[src/rtl/stg_pkg.sv]
package stg_pkg;

    typedef enum logic [2:0] {
        OP_IDLE,
        OP_RD,
        OP_WR16,
        OP_WR8,
        OP_TXPOP,
        OP_RXPUSH
    } op_e;

    // bit order matches the status_clr mask: single is bit 5, access ready bit 0
    typedef struct packed {
        logic single;
        logic ovr;
        logic udf;
        logic txr;
        logic rxr;
        logic acc;
    } flags_t;

    typedef struct packed {
        logic wr_ok;
        logic wr_deep;
        logic rx_ok;
        logic rx_drop;
        logic rd;
        logic rd_single;
        logic rd_drained;
    } evt_t;

endpackage

[src/rtl/stg_store.sv]
module stg_store
    import stg_pkg::*;
#(
    parameter  int NBYTES = 4,
    localparam int CNT_W  = $clog2(NBYTES + 1),
    localparam int BUF_W  = NBYTES * 8
) (
    input  logic             clk,
    input  logic             rst_n,
    input  op_e              op_i,
    input  logic             big_endian_i,
    input  logic [15:0]      wr_data_i,
    input  logic [7:0]       rx_byte_i,
    output logic [15:0]      rd_data_o,
    output logic [7:0]       tx_byte_o,
    output logic [CNT_W-1:0] tx_cnt_o,
    output logic [CNT_W-1:0] rx_cnt_o,
    output evt_t             evt_o
);

    typedef struct packed {
        logic [BUF_W-1:0] data;
        logic [CNT_W-1:0] tx;
        logic [CNT_W-1:0] rx;
    } st_t;

    localparam logic [CNT_W-1:0] WR_LIMIT = CNT_W'(NBYTES - 2);
    localparam logic [CNT_W-1:0] FULL     = CNT_W'(NBYTES);

    st_t         st_d, st_q;
    logic [15:0] lane16;
    logic        wr_block;

    always_comb begin
        st_d     = st_q;
        evt_o    = '0;
        lane16   = big_endian_i ? wr_data_i : {wr_data_i[7:0], wr_data_i[15:8]};
        wr_block = (st_q.tx > WR_LIMIT);
        case (op_i)
            OP_WR16: begin
                if (!wr_block) begin
                    st_d.data     = (st_q.data << 16) | BUF_W'(lane16);
                    st_d.tx       = st_q.tx + CNT_W'(2);
                    evt_o.wr_ok   = 1'b1;
                    evt_o.wr_deep = (st_d.tx > WR_LIMIT);
                end
            end
            OP_WR8: begin
                if (!wr_block) begin
                    st_d.data     = (st_q.data << 8) | BUF_W'(wr_data_i[7:0]);
                    st_d.tx       = st_q.tx + CNT_W'(1);
                    evt_o.wr_ok   = 1'b1;
                    evt_o.wr_deep = (st_d.tx > WR_LIMIT);
                end
            end
            OP_TXPOP: begin
                if (st_q.tx != '0) st_d.tx = st_q.tx - CNT_W'(1);
            end
            OP_RXPUSH: begin
                if (st_q.rx < FULL) begin
                    for (int l = 0; l < NBYTES; l++) begin
                        if (st_q.rx == CNT_W'(l)) st_d.data[l*8 +: 8] = rx_byte_i;
                    end
                    st_d.rx     = st_q.rx + CNT_W'(1);
                    evt_o.rx_ok = 1'b1;
                end else begin
                    evt_o.rx_drop = 1'b1;
                end
            end
            OP_RD: begin
                evt_o.rd = 1'b1;
                if (st_q.rx == CNT_W'(1)) begin
                    st_d.rx         = '0;
                    evt_o.rd_single = 1'b1;
                end else if (st_q.rx > CNT_W'(1)) begin
                    if (st_q.rx > CNT_W'(2)) st_d.data = st_q.data >> 16;
                    st_d.rx = st_q.rx - CNT_W'(2);
                end
                evt_o.rd_drained = (st_d.rx == '0);
            end
            default: ;
        endcase
    end

    always_ff @(posedge clk or negedge rst_n) begin
        if (!rst_n) st_q <= '0;
        else        st_q <= st_d;
    end

    always_comb begin
        tx_byte_o = '0;
        for (int l = 0; l < NBYTES; l++) begin
            if (st_q.tx == CNT_W'(l + 1)) tx_byte_o = st_q.data[l*8 +: 8];
        end
    end

    assign rd_data_o = big_endian_i ? {st_q.data[7:0], st_q.data[15:8]} : st_q.data[15:0];
    assign tx_cnt_o  = st_q.tx;
    assign rx_cnt_o  = st_q.rx;

    AST_WR_BLOCKED: assert property (@(posedge clk) disable iff (!rst_n)
        ((op_i == OP_WR16 || op_i == OP_WR8) && st_q.tx > WR_LIMIT) |=> $stable(tx_cnt_o));
    AST_TX_BOUND: assert property (@(posedge clk) disable iff (!rst_n)
        tx_cnt_o <= FULL);
    AST_RX_FULL_DROP: assert property (@(posedge clk) disable iff (!rst_n)
        (op_i == OP_RXPUSH && st_q.rx == FULL) |=> $stable(rx_cnt_o));
    AST_RD_ONE_EMPTIES: assert property (@(posedge clk) disable iff (!rst_n)
        (op_i == OP_RD && st_q.rx == CNT_W'(1)) |=> (rx_cnt_o == '0));
    AST_RD_EMPTY_KEEPS: assert property (@(posedge clk) disable iff (!rst_n)
        (op_i == OP_RD && st_q.rx == '0) |=> ($stable(rx_cnt_o) && $stable(tx_cnt_o)));

endmodule

[src/rtl/stg_flags.sv]
module stg_flags
    import stg_pkg::*;
(
    input  logic       clk,
    input  logic       rst_n,
    input  evt_t       evt_i,
    input  logic       udf_set_i,
    input  logic       txr_set_i,
    input  logic [5:0] clr_i,
    input  logic       master_i,
    input  logic       dir_rx_i,
    output flags_t     flags_o,
    output logic       kick_o,
    output logic       mclr_o
);

    typedef struct packed {
        flags_t f;
        logic   kick;
        logic   mclr;
    } fl_t;

    fl_t fl_d, fl_q;

    always_comb begin
        fl_d      = fl_q;
        fl_d.f    = flags_t'(fl_q.f & ~clr_i);
        fl_d.kick = evt_i.rd;
        fl_d.mclr = 1'b0;
        if (udf_set_i) fl_d.f.udf = 1'b1;
        if (txr_set_i) fl_d.f.txr = 1'b1;
        if (evt_i.wr_ok) begin
            fl_d.f.udf = 1'b0;
            if (evt_i.wr_deep) fl_d.f.txr = 1'b0;
        end
        if (evt_i.rx_ok)   fl_d.f.rxr = 1'b1;
        if (evt_i.rx_drop) fl_d.f.ovr = 1'b1;
        if (evt_i.rd) begin
            fl_d.f.ovr = 1'b0;
            if (evt_i.rd_single) fl_d.f.single = 1'b1;
            if (evt_i.rd_drained) begin
                fl_d.f.rxr = 1'b0;
                if (master_i && dir_rx_i) begin
                    fl_d.f.acc = 1'b1;
                    fl_d.mclr  = 1'b1;
                end
            end
        end
    end

    always_ff @(posedge clk or negedge rst_n) begin
        if (!rst_n) fl_q <= '0;
        else        fl_q <= fl_d;
    end

    assign flags_o = fl_q.f;
    assign kick_o  = fl_q.kick;
    assign mclr_o  = fl_q.mclr;

    AST_RD_CLEARS_OVR: assert property (@(posedge clk) disable iff (!rst_n)
        evt_i.rd |=> !flags_o.ovr);
    AST_RD_KICK: assert property (@(posedge clk) disable iff (!rst_n)
        evt_i.rd |=> kick_o);
    AST_SINGLE_SET: assert property (@(posedge clk) disable iff (!rst_n)
        evt_i.rd_single |=> flags_o.single);
    AST_MCLR_WITH_ACC: assert property (@(posedge clk) disable iff (!rst_n)
        mclr_o |-> flags_o.acc);
    AST_WR_CLEARS_UDF: assert property (@(posedge clk) disable iff (!rst_n)
        evt_i.wr_ok |=> !flags_o.udf);

endmodule

[src/rtl/stg_byte_buffer.sv]
module stg_byte_buffer
    import stg_pkg::*;
#(
    parameter  int NBYTES = 4,
    localparam int CNT_W  = $clog2(NBYTES + 1)
) (
    input  logic             clk,
    input  logic             rst_n,
    input  logic             big_endian,
    input  logic             host_wr16,
    input  logic             host_wr8,
    input  logic [15:0]      host_wdata,
    input  logic             host_rd,
    output logic [15:0]      rd_data,
    input  logic             seq_tx_pop,
    output logic [7:0]       seq_tx_byte,
    input  logic             seq_rx_push,
    input  logic [7:0]       seq_rx_byte,
    input  logic             tx_udf_set,
    input  logic             tx_rdy_set,
    input  logic [5:0]       status_clr,
    input  logic             master_active,
    input  logic             dir_rx,
    output logic [CNT_W-1:0] tx_count,
    output logic [CNT_W-1:0] rx_count,
    output logic             flag_single,
    output logic             flag_overrun,
    output logic             flag_underflow,
    output logic             flag_tx_ready,
    output logic             flag_rx_ready,
    output logic             flag_access_ready,
    output logic             master_clr,
    output logic             seq_kick
);

    op_e    op;
    evt_t   evt;
    flags_t flags;

    always_comb begin
        if      (host_rd)     op = OP_RD;
        else if (host_wr16)   op = OP_WR16;
        else if (host_wr8)    op = OP_WR8;
        else if (seq_tx_pop)  op = OP_TXPOP;
        else if (seq_rx_push) op = OP_RXPUSH;
        else                  op = OP_IDLE;
    end

    stg_store #(.NBYTES(NBYTES)) i_store (
        .clk          (clk),
        .rst_n        (rst_n),
        .op_i         (op),
        .big_endian_i (big_endian),
        .wr_data_i    (host_wdata),
        .rx_byte_i    (seq_rx_byte),
        .rd_data_o    (rd_data),
        .tx_byte_o    (seq_tx_byte),
        .tx_cnt_o     (tx_count),
        .rx_cnt_o     (rx_count),
        .evt_o        (evt)
    );

    stg_flags i_flags (
        .clk       (clk),
        .rst_n     (rst_n),
        .evt_i     (evt),
        .udf_set_i (tx_udf_set),
        .txr_set_i (tx_rdy_set),
        .clr_i     (status_clr),
        .master_i  (master_active),
        .dir_rx_i  (dir_rx),
        .flags_o   (flags),
        .kick_o    (seq_kick),
        .mclr_o    (master_clr)
    );

    assign flag_single       = flags.single;
    assign flag_overrun      = flags.ovr;
    assign flag_underflow    = flags.udf;
    assign flag_tx_ready     = flags.txr;
    assign flag_rx_ready     = flags.rxr;
    assign flag_access_ready = flags.acc;

endmodule

[config.mk]
export PLATFORM = sky130hd
export DESIGN_NAME = stg_byte_buffer
export DESIGN_NICKNAME = d
export VERILOG_FILES = /design/src/rtl/stg_pkg.sv /design/src/rtl/stg_store.sv /design/src/rtl/stg_flags.sv /design/src/rtl/stg_byte_buffer.sv
export SDC_FILE = /design/constraint.sdc
export NUM_CORES = 1
export LEC_CHECK = 0
export BUFFER_PORTS_ARGS = -buffer_cell sky130_fd_sc_hd__buf_2
export CAP_MARGIN = 15
export CORE_MARGIN = 2
export CORE_UTILIZATION = 45
export DETAILED_ROUTE_END_ITERATION = 10
export HOLD_SLACK_MARGIN = 0.05
export PLACE_DENSITY = 0.74
export SLEW_MARGIN = 20
export SYNTH_ARGS = -nofsm -noshare
export SYNTH_HDL_FRONTEND = slang
export SYNTH_SLANG_ARGS = --single-unit
[constraint.sdc]
create_clock -name clk -period 6 [get_ports clk]
set_clock_uncertainty 0.05 [all_clocks]
set_input_delay 0.3 -clock clk [delete_from_list [all_inputs] [get_ports clk]]
set_output_delay 0.3 -clock clk [all_outputs]
set_load 0.05 [all_outputs]
-- Word-level counts from Yosys, hierarchy flattened
Cells that the tools add are included.
- register bits after elaboration: 46
- bits in latches: 0
- RAM bits: 0
- ROM bits: 0
- input port bits: 42
- output and inout port bits: 38
- word-level logic and storage cells: 116
- memories: 0
- $add $sub $neg: 5
- $mul: 0
- divide/modulo/power cells: 0
- order comparisons: 6
- eq/ne operators: 23
- shift operators: 0
- mux-type cells: 51
- bitwise operators: 4
- reduce and logical (&&, ||, !) cells: 13
- operators with widths (kind ; count):
    $mux W32 ; 4
    $pmux W32 S4 ; 1
    $mux W35 ; 2
    $mux W8 ; 8
    $mux W3 ; 11
    $mux W16 ; 2
    $or A32 B16 Y32 ; 1
    $or A32 B8 Y32 ; 1
    $reduce_and A8 Y1 ; 4
    $eq A3 B2 Y1 const B ; 6
    $ne A2 B1 Y1 const B ; 8
    $mux W2 ; 7
    $mux W1 ; 13
    $gt A3 B2 Y1 const B ; 4
    $eq A3 B1 Y1 const B ; 3
    $eq A3 B3 Y1 const B ; 3
    $pmux W3 S3 ; 1
    $add A3 B1 Y3 const B ; 2
    $and A6 B6 Y6 ; 1
    $logic_not A3 Y1 ; 2
    $ne A2 B2 Y1 const B ; 3
    $not A6 Y6 ; 1
    $pmux W3 S2 ; 1
    $reduce_bool A3 Y1 ; 2
    other kinds (11) ; 11

-- Depth between registers and ports, before layout
Gate-level depths: netlist of the first run.
- depth in word-level cells: 11
- mapped depth: 8
- mapped depth without buffers: 7

-- Modules after synthesis
A second synthesis of the first run with hierarchy kept.
- cell total of the unflattened synthesis: 426
- area total of the unflattened synthesis: 3982.6 µm²
- by module, submodules not included (module ; instances ; cells each ; area each (µm²)):
    stg_store ; 1 ; 395 ; 3648.5
    stg_flags ; 1 ; 24 ; 296.5
    stg_byte_buffer ; 1 ; 7 ; 37.5

-- Least setup slack after synthesis of the first run
No wires, ideal clock.
- kind: reg2out
- start point: register i_store.st_q (netlist bit i_store.tx_cnt_o[2])
- end point: output port seq_tx_byte[5]
- arrival: 2407 ps
- required time: 5650 ps
- slack: 3243 ps
- stages on the path, launching flop included: 9
- path buffers: 1
- cell sequence: dfrtp_1 -> inv_1 -> ha_1 -> nor2b_1 -> clkbuf_1 -> nand2_1 -> a21oi_1 -> a21oi_1 -> o21ai_0
- longest elaborated chain between the ends: 5
- elaborated cells on any way between the ends: 8
- those cells by class: 4 x eq/ne; 4 x mux
- RTL lines (item ; RTL line ; text):
    start: declaration ; stg_store.sv:30 ; st_t st_d, st_q;
    start signal: assignment ; stg_store.sv:87 ; else st_q <= st_d;
    $eq A3 B1 Y1 ; stg_store.sv:93 ; if (st_q.tx == CNT_W'(l + 1)) tx_byte_o = st_q.data[l*8 +: 8];
    $mux W8 (3 in a row) ; stg_store.sv:93 ;
    $mux W8 (*) ; stg_store.sv:93 ;
    end: declaration ; stg_byte_buffer.sv:16 ; output logic [7:0] seq_tx_byte,
Every way passes the cells marked *; elsewhere a longest branch is shown, timed or not.

-- Final worst setup path of the first run
- start point: register i_store.st_q (netlist bit i_store.tx_cnt_o[2])
- end point: output port seq_tx_byte[4]
The elaborated chain is that of the path after synthesis.

==> results of run 1 <==
-- synth_stat cells (all sizes together) (2+ instances only) --
cell	number
a211oi	4
a221oi	2
a21oi	33
nand3	8
a22oi	12
o31ai	3
buf	14
o221ai	3
nor2b	6
nor2	13
o21ai	27
ha	15
or3	3
nor3	4
mux2	34
and3	2
clkbuf	19
nand2	22
inv	30
dfrtp	46
or2	3
xnor2	2
a222oi	20
o22ai	2
nand2b	4
mux2i	36
o32a	3
-- cell type report --
class	instances	area (um2)
Clock buffer	6	82.58
Tap cell	102	127.6
Sequential cell	46	1151
Timing Repair Buffer	82	422.9
Clock inverter	2	12.51
Multi-Input combinational cell	276	2180
Inverter	30	112.6
Fill cell	717	3719
-- cell families after synthesis --
family / count (synthesis) / synth area share [%]
AO/OA/AOI/OAI: 119 / 23.20
multiplexers: 70 / 20.29
AND/OR/NAND/NOR: 70 / 10.42
buffers and inverters: 64 / 9.053
flip-flops: 46 / 31.43
adder cells (fa/ha/maj): 15 / 5.125
XOR/XNOR: 2 / 0.4784
-- worst paths after layout --
path | end | cells past startpoint | slack, ns
max reg2reg | i_store.st_q[22] | 7 | 3.05
max | seq_tx_byte[4] | 8 | 2.96
min in group asynchronous | i_store.st_q[25] | 2 | 0.48
min | i_flags.flags_o[5] | 2 | 0.13
max in group asynchronous | i_store.st_q[15] | 2 | 4.99
min reg2reg | i_flags.flags_o[0] | 1 | 0.46
-- stage by stage --
stage / util (%) / cells / hold slack [ns]
finish: 52.37 / 544 / 0.1260
global route: 52.37 / 544 / 0.1339
CTS: 52.21 / 543 / 0.1192
detailed placement: 50.99 / 535 / 0.4360
global placement: 50.99 / 535 / 0.4327
floorplan: - / 386 / -0.04559
-- power groups by stage --
| stage | sequential [W] | clock (W) | combinational [W] |
|---|---|---|---|
| floorplan | 0.000584 | 0 | 0.00101 |
| global placement | 0.000592 | 0 | 0.00124 |
| detailed placement | 0.000598 | 0 | 0.00126 |
| CTS | 0.000594 | 0.000210 | 0.00127 |
| global route | 0.000622 | 0.000219 | 0.00137 |
| finish | 0.000601 | 0.000205 | 0.00127 |
-- layout by cell type, fill, tap and decap left out, types with 2 or more instances in the layout --
cell	synthesis	routed
nor2b_1	6	6
nand3_1	8	8
o221ai_1	3	3
nor2_1	9	9
o21ai_0	26	26
nor2_4	2	2
mux2_1	3	3
nand2b_1	4	4
a21oi_1	31	31
mux2_2	31	31
nor3_1	4	4
nand2_1	22	22
o31ai_1	3	3
o22ai_1	2	2
o32a_1	3	3
dfrtp_1	46	46
clkbuf_8	3	6
mux2i_1	36	36
inv_1	30	30
ha_1	15	15
a221oi_1	2	2
a211oi_1	3	3
buf_4	7	3
or2_2	3	3
xnor2_1	2	2
or3_1	3	3
buf_2	3	78
a22oi_1	12	12
a222oi_1	20	20
-- sequential cells by signal, indices dropped and copies added, names as in the netlist --
name,count
i_flags.flags_o,6
i_flags.kick_o,1
i_flags.mclr_o,1
i_store.st_q,32
i_store.rx_cnt_o,3
i_store.tx_cnt_o,3
-- critical path: stages (launching register included) --
cell,delay [ns]
dfrtp_1,0.45
inv_1,0.16
ha_1,0.22
nor2b_1,0.63
nand2_1,0.13
a21oi_1,0.17
a21oi_1,0.05
o21ai_0,0.26
buf_2,0.32
-- per-layer routing --
metal  wire length (um)  part of all wire, %  GRT usage [%]  vias to the layer above
li1                   -                    -              -                     1548
met1               4017                   40          29.81                     1583
met2               4801                   48          38.45                      188
met3                821                  8.1          4.735                       39
met4                437                  4.3          11.71                        0
met5                  0                    0              0                        -
==> results_dict.tcl, run 1 <==
set metrics [dict create \
    dp_hpwl_mm 7.147 \
    first_iter_violations 342 \
    period_share_pct 50.69 \
    synthFlopType "dfrtp_1" \
    grt_pass1_wl_mm 16.75 \
    min_from "status_clr[5]" \
    vdd_drop_max_mv 0.3137 \
    grt.overflow.total 0 \
    start_kind "register" \
    ys_warn_count 0 \
    tightest_slew_ns 1.128 \
    power_switching_w 0.001125 \
    comb_power_share_pct 61.2 \
    grtUsageTotal_pct 23.64 \
    port_buffers 79 \
    start_util_pct 46.91 \
    drv_slew 0 \
    rsz0062_at_grt "false" \
    finalSetupViolCount 0 \
    power_density_nw_per_um2 508.3 \
    die_y_um 94.21 \
    synth_edf_count 0 \
    dr.pass1.iters 9 \
    synth_area_leaders "dfrtp_1 31%, mux2i_1 9.8%, mux2_2 9.5%" \
    routed-via-count 3358 \
    grt_antenna_before_repair 0 \
    ant_nets 0 \
    endpoint_kind "output pin" \
    clockBufferDepth 2 \
    netSwitchingFraction_pct 54.15 \
    p_int_w 0.0009528 \
    final_area_um2 4089 \
    path_class "reg2out" \
    cts_tree "done" \
    post_cts_buffers 0 \
    ctsHoldBuffers 0 \
    slew-limit-headroom_pct 24.69 \
    synth-seq-cells 46 \
    dieArea_um2 8876 \
    synthCells 386 \
    drv_cap 0 \
    worst_slack_ns 2.959 \
    power_w 0.002078 \
    synthToLayoutAreaGrowth_pct 11.65 \
    fmax_mhz 328.8 \
    syn_nets 443 \
    yosysTopAreaCellShare_pct 31.43 \
    final.min_clock_period_ns 3.041 \
    clkSlewWorstSetupHoldPaths_ns 0.09 \
    outcome "completed" \
    setup.worst_path.start "i_store.tx_cnt_o[2]" \
    insertedDiodeCount 0 \
    syn-cell-area_um2 3662 \
    grt_max_degree 47 \
    ys_types 56 \
    die_w_um 94.21 \
    gp_congestion 0.8818 \
    hold_viol 0 \
    clockRootBuffer "clkbuf_8" \
    worstPathRequired_ns 5.65 \
    p_seq_share_pct 28.9 \
    ctsResizeCount 0 \
    r2r_start "i_store.rx_cnt_o[2]" \
    htreeDepth 2 \
    dp_slack_ns 3.195 \
    p_leak_nw 1.864 \
    worstPathArrival_ns 2.69 \
    worst-path-max-fanout 8 \
    yosys.area.top_type "dfrtp_1" \
    io_pins 80 \
    drive_above_1_share_pct 30.09 \
    seq_area_frac_synth_pct 31.43 \
    row_count 32 \
    route.detailed.drc 0 \
    grt_pass1_vias 3364 \
    cts.sinks 46 \
    fin_nets 498 \
    min_path_type "in2reg" \
    synth.avg_cell_area_um2 9.488 \
    power_frac_clock_pct 9.9 \
    vias_per_cell 6.173 \
    ys_async_sr_fraction_pct 100.0 \
    post_drt_wl_per_cell_um 18.52 \
    cts_buffers 5 \
    clock_latency_ns 0.30 \
    fin_tns_setup_ns 0 \
    core_area_um2 7807 \
    wl_mm 10.08 \
    dpl_cell_area_um2 3981 \
]
No activity file was read; power rests on OpenSTA's default activity.
==> run 2, diff against run 1 <==
- clock period: 6 -> 2.8 ns (I/O delays scaled with it)
==> run 2 against run 1 <==
  * Final area increased by 4.1%
  * Worst setup slack got worse by 2.7 ns
  * Utilization increased by 2.2 points
  * Sequential power increased by 110%
  * Worst hold slack got worse by 0.062 ns
  * Via count increased by 2.7%
  * Power increased by 120%
  * Non-clock buffer count increased by 19
==> results_dict.tcl, run 2 (same netlist as run 1, synthesis figures left out) <==
set metrics [dict create \
    grt_pass1_vias 3292 \
    fin_nets 517 \
    outcome "completed" \
    rsz0062_at_grt "false" \
    hold_viol 0 \
    grt_antenna_before_repair 0 \
    post_cts_buffers 0 \
    period_share_pct 90.92 \
    worst_r2r_path_depth 8 \
    wirelength_met1_mm 4.164 \
    r2r-end "i_flags.mclr_o" \
    fin_cells 563 \
    die_w_um 94.21 \
    power_frac_clock_pct 11.0 \
    post_drt_wl_per_cell_um 18.01 \
    clkSlewWorstSetupHoldPaths_ns 0.09 \
    r2r_slack_ns 0.25 \
    clockRootBuffer "clkbuf_8" \
    wl_mm 10.14 \
    fmax_mhz 392.8 \
    power_density_nw_per_um2 1070 \
    ctsHoldBuffers 7 \
    drv_cap 0 \
    dp_hpwl_mm 7.288 \
    cts.sinks 46 \
    vias_per_cell 6.124 \
    finalSetupViolCount 0 \
    largest-register "i_store.st_q" \
    clockBufferDepth 2 \
    netSwitchingFraction_pct 52.69 \
    routed-via-count 3448 \
    first_iter_violations 417 \
    topRoutingLayerUsed "met4" \
    tightest_slew_ns 0.7314 \
    gp_congestion 0.8980 \
    endpoint_kind "register" \
    placed_cells 548 \
    cts_tree "done" \
    start_util_pct 46.91 \
    insertedDiodeCount 0 \
    final_cell_mix "78 x buf_2, 46 x dfrtp_1, 36 x mux2i_1" \
    grt_pass1_wl_mm 16.25 \
    port_buffers 79 \
    final_common_cell "buf_2" \
    largest_reg_flops 32 \
    endpoint "i_flags.mclr_o" \
    grt.overflow.total 0 \
    path_class "reg2reg" \
    cts_buffers 5 \
    comb_power_share_pct 61.4 \
    core_area_um2 7807 \
    worstPathRequired_ns 3.00 \
    start_kind "register" \
    power_switching_w 0.002401 \
    vdd_drop_max_mv 0.7318 \
    p_leak_nw 1.962 \
    p_seq_share_pct 27.6 \
    wl_met2_mm 4.981 \
    slew-limit-headroom_pct 51.06 \
    nFillCells 698 \
    met3_length_um 817 \
    worstPathArrival_ns 2.74 \
    min_path_type "in2reg" \
    final.min_clock_period_ns 2.546 \
    drive_above_1_share_pct 31.24 \
    die_y_um 94.21 \
    synthToLayoutAreaGrowth_pct 16.26 \
    p_int_w 0.002156 \
    ctsResizeCount 0 \
    fin_tns_setup_ns 0 \
    grtUsageTotal_pct 23.26 \
    worst-path-max-fanout 7 \
    dieArea_um2 8876 \
    fin_util_pct 54.54 \
    htreeDepth 2 \
    drv_slew 0 \
    io_pins 80 \
    dr.pass1.iters 5 \
    r2r_start "i_store.rx_cnt_o[1]" \
    grt_max_degree 47 \
    clock_latency_ns 0.30 \
    route.detailed.drc 0 \
    setup.worst_path.start "i_store.rx_cnt_o[1]" \
    hold_slack_ns 0.06373 \
    row_count 32 \
    ant_nets 0 \
    seq_area_um2 1151 \
    multi_input_area_um2 2180 \
]
==> run 2: cell count changes in the layout (fill, tap and decap cells not counted) <==
cell           before  now
clkbuf_1            0    2
clkinv_2            1    0
bufinv_16           0    1
clkbuf_8            6    5
clkinvlp_4          1    0
dlygate4sd3_1       1    7
buf_4               3   16
==> run 2: area by class of cell <==
class	instances	area share, %
Multi-Input combinational cell	276	51.19
Sequential cell	46	27.03
Timing Repair Buffer	101	13.64
Tap cell	102	2.997
Inverter	30	2.645
Clock buffer	7	1.793
Clock inverter	1	0.7053
==> run 2: worst min-delay path by stage <==
| stage | startpoint | to | cells past startpoint |
|---|---|---|---|
| after global placement | status_clr[5] | i_flags.flags_o[5] | 2 |
| after CTS | status_clr[0] | i_flags.flags_o[0] | 3 |
| after global routing | status_clr[0] | i_flags.flags_o[0] | 3 |
| after detailed placement | status_clr[5] | i_flags.flags_o[5] | 2 |
| final | status_clr[0] | i_flags.flags_o[0] | 3 |
| after floorplan | rst_n | i_flags.flags_o[0] | 0 |
==> run 2: critical path: stages, from the launching register on <==
cell           delay [ns]
dfrtp_1              0.46
inv_1                0.19
ha_1                 0.23
a21boi_0             0.37
o21ai_0              0.12
o21ai_0              0.11
o2111a_1             0.27
and3_1               0.16
dlygate4sd3_1        0.53
==> run 2: metal layers <==
metal | vias to the layer above | GRT usage, %
met3 | 23 | 3.933
met5 | - | 0
met4 | 0 | 7.367
met2 | 174 | 39.82
li1 | 1588 | -
met1 | 1663 | 29.85
==> run 2: power groups by stage <==
stage	Clock (W)	Sequential (W)	Combinational, W
floorplan	0	0.00125	0.00217
global placement	0	0.00124	0.00272
detailed placement	0	0.00126	0.00277
CTS	0.000512	0.00125	0.00279
global route	0.000534	0.00130	0.00299
finish	0.000502	0.00126	0.00280
==> run 2: stage by stage <==
stage / power (W) / setup slack [ns] / area, um2
floorplan: 0.003416 / 0.2031 / 3662
global placement: 0.003965 / 0.4042 / 4079
detailed placement: 0.004028 / 0.3774 / 4079
CTS: 0.004554 / 0.2403 / 4255
global route: 0.004823 / 0.005207 / 4258
finish: 0.004557 / 0.2543 / 4258
==> run 3, diff against run 2 <==
- ABC_AREA: default -> 1
==> run 3 against run 2 <==
  * Non-clock buffer count is 4 lower
  * Synthesized cell count rose by 45%
  * Global-route usage rose by 2.8 points
  * Worst hold slack got worse by 0.012 ns
  * Wire length up 21%
  * Clock power grew 27%
==> results_dict.tcl, run 3 <==
set metrics [dict create \
    post_cts_buffers 0 \
    htreeDepth 2 \
    yosysMostFrequentCell "nand2_1" \
    synth_edf_count 0 \
    synthAdderAreaFrac_pct 4.795 \
    gp_congestion 0.9019 \
    grt_pass1_vias 4207 \
    synthToLayoutAreaGrowth_pct 15.28 \
    rsz0062_at_grt "false" \
    grt.overflow.total 0 \
    finalSetupViolCount 0 \
    dp_hpwl_mm 8.429 \
    period_share_pct 88.62 \
    port_buffers 79 \
    clkSlewWorstSetupHoldPaths_ns 0.09 \
    synth-compound-area-share_pct 19.76 \
    worstPathRequired_ns 2.95 \
    syn_nets 618 \
    yosysTopAreaCellShare_pct 29.41 \
    min_path_type "in2reg" \
    grtUsageTotal_pct 26.11 \
    dr.pass1.iters 5 \
    comb_power_share_pct 60.9 \
    worst_r2r_path_depth 10 \
    synthFlopType "dfrtp_1" \
    die_w_um 97.26 \
    seq_area_um2 1151 \
    drive_above_1_share_pct 21.30 \
    worstPathArrival_ns 2.63 \
    worst-path-max-fanout 17 \
    slew-limit-headroom_pct 31.51 \
    power_switching_w 0.002576 \
    ctsHoldBuffers 9 \
    ys_warn_count 0 \
    power_density_nw_per_um2 1021 \
    p_int_w 0.002029 \
    cts.sinks 46 \
    tightest_slew_ns 1.024 \
    first_iter_violations 441 \
    fin_tns_setup_ns 0 \
    syn-cell-area_um2 3914 \
    path_class "in2reg" \
    final.min_clock_period_ns 2.481 \
    cts_tree "done" \
    dieArea_um2 9460 \
    synth.avg_cell_area_um2 6.976 \
    vdd_drop_max_mv 0.5645 \
    p_seq_share_pct 25.2 \
    die_y_um 97.26 \
    core_area_um2 8593 \
    hold_slack_ns 0.05171 \
    hold_viol 0 \
    clock_latency_ns 0.31 \
    row_count 34 \
    synthCells 561 \
    grt_pass1_wl_mm 20.29 \
    wl_mm 12.23 \
    endpoint_kind "register" \
    netSwitchingFraction_pct 55.94 \
    nFillCells 868 \
    synth_area_leaders "dfrtp_1 29%, nand2_1 16%, o21ai_0 8.1%" \
    holdPathStages 4 \
    start_util_pct 45.54 \
    grt_max_degree 65 \
    cts_buffers 5 \
    synth_xor_area_share_pct 0 \
    routed-via-count 4309 \
    largest_reg_flops 32 \
    p_leak_nw 2.402 \
    largest-register "i_store.st_q" \
    final_cell_mix "162 x nand2_1, 78 x buf_2, 63 x o21ai_0" \
    yosys.area.top_type "dfrtp_1" \
    io_pins 80 \
    ctsResizeCount 0 \
    insertedDiodeCount 0 \
    route.detailed.drc 0 \
    fin_util_pct 52.50 \
    start_kind "primary input" \
    seq_area_frac_synth_pct 29.41 \
    vias_per_cell 5.847 \
    ys_async_sr_fraction_pct 100.0 \
    power_frac_clock_pct 13.9 \
    ys_types 35 \
    drv_slew 0 \
    clockBufferDepth 2 \
    outcome "completed" \
    synthTopCellsByCount "162 x nand2_1, 63 x o21ai_0, 50 x inv_1" \
    clockRootBuffer "clkbuf_8" \
    synth-seq-cells 46 \
    power_w 0.004606 \
    drv_cap 0 \
    ant_nets 0 \
    grt_antenna_before_repair 0 \
    synth_top_family_by_area "simple AND/OR/NAND/NOR gates" \
    fin_nets 685 \
    fmax_mhz 403.0 \
    post_drt_wl_per_cell_um 16.59 \
    muxShareOfSynthArea_pct 0 \
    final_common_cell "nand2_1" \
    multi_input_area_um2 2305 \
    yosys.area_share.simple_pct 34.34 \
]
run 3: layout make-up:
cell class                      instances  area share (%)
Clock buffer                            6           1.830
Clock inverter                          2           1.331
Inverter                               58           4.936
Multi-Input combinational cell        420           51.08
Sequential cell                        46           25.51
Tap cell                              108           2.995
Timing Repair Buffer                   97           12.31
run 3: per-layer routing:
metal	GRT usage [%]	part of all wire, %
met5	0	0
met2	43.64	47
met4	10.15	2.5
met3	3.957	9.8
met1	34.17	41
run 3: per-stage QoR:
| step | worst slack [ns] | instances | cell area (um2) |
|---|---|---|---|
| floorplan | 0.2335 | 561 | 3914 |
| global placement | 0.5413 | 720 | 4277 |
| detailed placement | 0.4728 | 720 | 4277 |
| CTS | 0.3758 | 737 | 4509 |
| global route | 0.1837 | 737 | 4512 |
| finish | 0.3186 | 737 | 4512 |
run 3: worst paths after layout:
path	start	end	slack (ns)
setup / recovery	host_rd	i_store.st_q[22]	0.32
hold / removal	status_clr[1]	i_flags.flags_o[1]	0.05
setup reg to reg	i_store.tx_cnt_o[2]	i_store.st_q[22]	0.38
hold reg to reg	i_flags.flags_o[0]	i_flags.flags_o[0]	0.44
max in group asynchronous	rst_n	i_store.st_q[21]	1.93
min in group asynchronous	rst_n	i_flags.kick_o	0.32
run 3: worst max-delay path, cell delays in order:
cell           delay [ns]
dlygate4sd3_1        0.53
buf_2                0.17
nor2_1               0.73
nand2_1              0.15
o211ai_2             0.41
nor2_2               0.29
nand2_1              0.14
nand2_1              0.06
run 3: kinds of logic after synthesis:
family,after synthesis
adders and majority gates,15
DFF,46
buffers and inverters,95
and+or+nand+nor,276
AOI/OAI and AO/OA,129
run 3: power by group through the flow:
stage	clock (W)	sequential (W)	combinational, W
after floorplan	0	0.00116	0.00211
after global placement	0	0.00115	0.00272
after detailed placement	0	0.00117	0.00276
after CTS	0.000637	0.00115	0.00278
after global routing	0.000667	0.00119	0.00302
final	0.000640	0.00116	0.00281
